## config.mk

```make
export PLATFORM = sky130hd
export DESIGN_NAME = clk_fail_mon
export DESIGN_NICKNAME = d
export VERILOG_FILES = /design/src/rtl/clkmon_pkg.sv /design/src/rtl/clkmon_edge_sync.sv /design/src/rtl/clkmon_sample_div.sv /design/src/rtl/clkmon_window.sv /design/src/rtl/clk_fail_mon.sv
export SDC_FILE = /design/constraint.sdc
export NUM_CORES = 1
export LEC_CHECK = 0
export CORE_AREA = 2 2 39 41
export DETAILED_ROUTE_END_ITERATION = 8
export DIE_AREA = 0 0 41 43
export HOLD_SLACK_MARGIN = 0.02
export PLACE_DENSITY_LB_ADDON = 0.05
export SKIP_CTS_REPAIR_TIMING = 1
export SYNTH_ARGS = -nofsm -noshare
export SYNTH_HDL_FRONTEND = slang
export SYNTH_SLANG_ARGS = --single-unit
export TNS_END_PERCENT = 50
```

## constraint.sdc

```tcl
create_clock -name ref_clk_i -period 1.7 [get_ports ref_clk_i]
set_clock_uncertainty 0.2 [all_clocks]
set_input_delay 0.17 -clock ref_clk_i [delete_from_list [all_inputs] [get_ports ref_clk_i]]
set_output_delay 0.17 -clock ref_clk_i [all_outputs]
set_load 0.01 [all_outputs]
```

## src/rtl/clkmon_pkg.sv

```systemverilog
package clkmon_pkg;

    // Synchronizer and history flops for the monitored clock
    typedef struct packed {
        logic meta;
        logic sync;
        logic hist;
    } sync_state_t;

    // Per-period detection state
    typedef struct packed {
        logic seen;
        logic fail;
    } win_state_t;

endpackage

```

## src/rtl/clkmon_edge_sync.sv

```systemverilog
module clkmon_edge_sync
    import clkmon_pkg::*;
(
    input  logic clk_i,
    input  logic rst_ni,
    input  logic async_i,
    output logic fall_o
);

    sync_state_t st_d, st_q;

    always_comb begin
        st_d      = st_q;
        st_d.meta = async_i;
        st_d.sync = st_q.meta;
        st_d.hist = st_q.sync;
    end

    always_ff @(posedge clk_i or negedge rst_ni) begin
        if (!rst_ni) st_q <= '0;
        else         st_q <= st_d;
    end

    // Old level high, new level low: a falling transition
    assign fall_o = st_q.hist & ~st_q.sync;

endmodule

```

## src/rtl/clkmon_sample_div.sv

```systemverilog
module clkmon_sample_div #(
    parameter int unsigned DIV = 64
) (
    input  logic                   clk_i,
    input  logic                   rst_ni,
    input  logic                   en_i,
    output logic [$clog2(DIV)-1:0] phase_o,
    output logic                   open_o,
    output logic                   test_o,
    output logic                   armed_o
);

    localparam int unsigned PW   = $clog2(DIV);
    localparam int unsigned HALF = DIV / 2;
    localparam logic [PW-1:0] LAST = PW'(DIV - 1);
    localparam logic [PW-1:0] MID  = PW'(HALF);

    typedef struct packed {
        logic [PW-1:0] cnt;
        logic          armed;
    } div_state_t;

    div_state_t st_d, st_q;

    always_comb begin
        st_d = st_q;
        if (!en_i) begin
            st_d = '0;
        end else begin
            st_d.cnt   = (st_q.cnt == LAST) ? '0 : st_q.cnt + 1'b1;
            st_d.armed = st_q.armed | (st_q.cnt == LAST);
        end
    end

    always_ff @(posedge clk_i or negedge rst_ni) begin
        if (!rst_ni) st_q <= '0;
        else         st_q <= st_d;
    end

    assign phase_o = st_q.cnt;
    assign open_o  = (st_q.cnt == '0);
    assign test_o  = (st_q.cnt == MID);
    assign armed_o = st_q.armed;

endmodule

```

## src/rtl/clkmon_window.sv

```systemverilog
module clkmon_window
    import clkmon_pkg::*;
(
    input  logic clk_i,
    input  logic rst_ni,
    input  logic en_i,
    input  logic open_i,
    input  logic test_i,
    input  logic armed_i,
    input  logic fall_i,
    output logic fail_o
);

    win_state_t st_d, st_q;

    always_comb begin
        st_d = st_q;
        if (!en_i) begin
            st_d = '0;
        end else begin
            // Opening a period discards earlier activity
            st_d.seen = open_i ? fall_i : (st_q.seen | fall_i);
            st_d.fail = test_i & armed_i & ~st_q.seen;
        end
    end

    always_ff @(posedge clk_i or negedge rst_ni) begin
        if (!rst_ni) st_q <= '0;
        else         st_q <= st_d;
    end

    assign fail_o = st_q.fail;

endmodule

```

## src/rtl/clk_fail_mon.sv

```systemverilog
module clk_fail_mon #(
    parameter int unsigned DIV = 64
) (
    input  logic ref_clk_i,
    input  logic rst_ni,
    input  logic mon_clk_i,
    input  logic enable_i,
    output logic fail_o
);

    localparam int unsigned PW = $clog2(DIV);

    logic          fall_w;
    logic          open_w;
    logic          test_w;
    logic          armed_w;
    logic [PW-1:0] phase_w;

    clkmon_edge_sync u_sync (
        .clk_i  (ref_clk_i),
        .rst_ni (rst_ni),
        .async_i(mon_clk_i),
        .fall_o (fall_w)
    );

    clkmon_sample_div #(.DIV(DIV)) u_div (
        .clk_i  (ref_clk_i),
        .rst_ni (rst_ni),
        .en_i   (enable_i),
        .phase_o(phase_w),
        .open_o (open_w),
        .test_o (test_w),
        .armed_o(armed_w)
    );

    clkmon_window u_win (
        .clk_i  (ref_clk_i),
        .rst_ni (rst_ni),
        .en_i   (enable_i),
        .open_i (open_w),
        .test_i (test_w),
        .armed_i(armed_w),
        .fall_i (fall_w),
        .fail_o (fail_o)
    );

endmodule

```

==> impl_metrics.tcl <==
set metrics [dict create \
    outcome "finished clean" \
    clock-sinks 12 \
    die_x_um 41 \
    drc 0 \
    antenna_left 0 \
    htree_levels 1 \
    drv_cap 0 \
    cp_data_arrival_time_ns 1.56 \
    setup_viol 0 \
    crit_buf_inv 1 \
    die_h_um 43 \
    tns_ns 0 \
    io_pins 5 \
    synthCells 40 \
    num_vias 304 \
    fill_cells 134 \
    drtIter0Drc 4 \
    path_delay_family "simple AND/OR/NAND/NOR gates" \
    areaGrowthSynthToFinish_pct 20.21 \
    fmax_ghz 0.6239 \
    drive_gt1_share_pct 8.333 \
    hold_ws_ns 0.04413 \
    final_area_um2 573.1 \
    r2r_start "u_div.phase_o[0]$_DFF_PN0_" \
    grt_pass1_wl_mm 1.311 \
    first_global_vias 313 \
    num_rows 14 \
    seq_area_frac_synth_pct 62.99 \
    rsz0062_at_grt "no" \
    grt_usage_pct 11.71 \
    insertion_delay_ns 0.26 \
    root_buffer "clkbuf_4" \
    antenna_found_initial 0 \
    drv_slew 0 \
    criticalPathCategory "flop to flop" \
    dp_hpwl_um 565.4 \
    crit_start "u_div.phase_o[0]$_DFF_PN0_" \
    fin_nets 55 \
    start_util_pct 34.45 \
    ir_drop_v 0.0004519 \
    crit_required_ns 1.65 \
    core_mm2 0.001384 \
    netlist_area_um2 476.7 \
    cts_made_buffers 3 \
    p_leak_nw 0.2632 \
    timing.final.hold_violations 0 \
    grt_max_degree 13 \
    worst_pin_slew_ns 0.5092 \
    ys_seq_elements 12 \
    dpl_cell_area_um2 536.8 \
    synthesis.nets 46 \
    cts_tree "done" \
    crit_path_max_fanout 4 \
    syn_avg_cell_area_um2 11.92 \
    firstDrtPassIters 4 \
    dieArea_mm2 0.001763 \
    gp_congestion 0.6706 \
    overflow 0 \
    clkTransAtPathRegs_ns 0.07 \
    relSlewSlack_pct 65.95 \
    cts_buffer_depth 2 \
    min_period_over_period_pct 94.28 \
    antenna_cells 0 \
    p_per_area_mw_per_mm2 964.7 \
    finalCriticalPeriod_ns 1.603 \
    cp_slowest_cell "or4b_1" \
    yosys_warnings 0 \
    path_cells "inv_1 -> ha_1 -> or4b_1 -> o21ai_1 -> a21boi_1" \
    wire_per_inst_um 11.20 \
    finalWirelength_um 717 \
    viasPerCell 4.750 \
    hp-class "input port to async pin" \
    end_kind "flop" \
    start_kind "flop" \
    synth.distinct_cells 18 \
    port_buffers 4 \
    cpPeakStageDelay_ns 0.47 \
]
-- per-stage QoR --
step | setup slack, ns | utilization, % | std cells | power (mW)
finish | 0.09721 | 41.41 | 64 | 0.5528
global route | 0.001637 | 41.41 | 64 | 0.5883
CTS | 0.08656 | 41.41 | 64 | 0.5639
detailed placement | 0.09814 | 38.79 | 60 | 0.3439
global placement | 0.1116 | 38.79 | 60 | 0.3423
floorplan | 0.1884 | - | 40 | 0.3241
-- logic make-up after synthesis --
group | count (synthesis) | synth area share [%]
simple gates | 15 | 17.33
flops | 12 | 62.99
compound gates | 6 | 7.348
fa+ha+maj | 2 | 5.249
buf+inv | 2 | 1.575
xor+xnor | 3 | 5.513
-- worst reg2reg max path: cells and delay by family, from the launching register on --
family	cells	cell delay, ns
compound gates	2	0.21
fa+ha+maj	1	0.13
buf+inv	1	0.07
flops	1	0.41
simple gates	1	0.47
-- layout by cell type (no fill, tap or decap) --
| master | count |
|---|---|
| a21boi_1 | 1 |
| a21oi_1 | 1 |
| and2_1 | 3 |
| clkbuf_4 | 3 |
| clkbuf_8 | 1 |
| clkdlybuf4s50_1 | 4 |
| dfrtp_1 | 12 |
| ha_1 | 2 |
| inv_1 | 2 |
| nand2_1 | 2 |
| nand2b_1 | 1 |
| nand3_1 | 2 |
| nand4b_1 | 1 |
| nor2_1 | 4 |
| o21a_1 | 1 |
| o21ai_0 | 2 |
| o21ai_1 | 1 |
| or3_1 | 1 |
| or4b_1 | 1 |
| xnor2_1 | 1 |
| xor2_1 | 2 |
-- cell usage after synthesis --
cell type / number / area (um2)
a21boi_1: 1 / 7.510
ha_1: 2 / 25.02
xnor2_1: 1 / 8.760
or3_1: 1 / 6.260
nand3_1: 2 / 10.01
dfrtp_1: 12 / 300.3
inv_1: 2 / 7.510
o21a_1: 1 / 7.510
xor2_1: 2 / 17.52
nand2b_1: 1 / 6.260
o21ai_0: 2 / 10.01
o21ai_1: 1 / 5.000
nand2_1: 2 / 7.510
nor2_1: 4 / 15.01
and2_1: 3 / 18.77
a21oi_1: 1 / 5.000
nand4b_1: 1 / 8.760
or4b_1: 1 / 10.01
-- report_power, final --
part,leakage [nW],internal (mW),switching (mW)
combinational,0.0847,0.0169,0.0171
sequential,0.158,0.296,0.00695
clock,0.0210,0.130,0.0859
-- worst paths after layout --
kind | end | slack (ns) | cells after the start
worst max-delay path | u_win.st_q[1]$_DFF_PN0_ | 0.1 | 5
worst min-delay path | u_win.fail_o$_DFF_PN0_ | 0.04 | 1
worst max register to register | u_win.st_q[1]$_DFF_PN0_ | 0.1 | 5
worst min register to register | u_sync.st_d[0]$_DFF_PN0_ | 0.16 | 0
max in group asynchronous | u_div.phase_o[2]$_DFF_PN0_ | 0.92 | 1
min in group ref_clk_i | u_sync.st_d[1]$_DFF_PN0_ | 0.14 | 1
-- final cells by class --
class | instances | area, um2 | area share (%)
Multi-Input combinational cell | 26 | 168.9 | 29.48
Timing Repair Buffer | 4 | 40.04 | 6.987
Clock buffer | 4 | 36.28 | 6.332
Tap cell | 16 | 20.02 | 3.493
Sequential cell | 12 | 300.3 | 52.40
Inverter | 2 | 7.507 | 1.310
-- per-layer routing --
layer,global-route usage [%],part of all wire [%],vias up
met2,15.94,48,5
met4,8.000,0,0
met5,0,0,-
met3,3.141,4.6,0
li1,-,-,149
met1,15.49,47,150
-- registers in the layout, summed over array words and instances (netlist names) --
register,count
u_sync.st_d,2
u_win.fail_o,1
u_sync.st_q,1
u_div.armed_o,1
u_div.phase_o,6
u_win.st_q,1
Power figures use the tool's default switching activity.
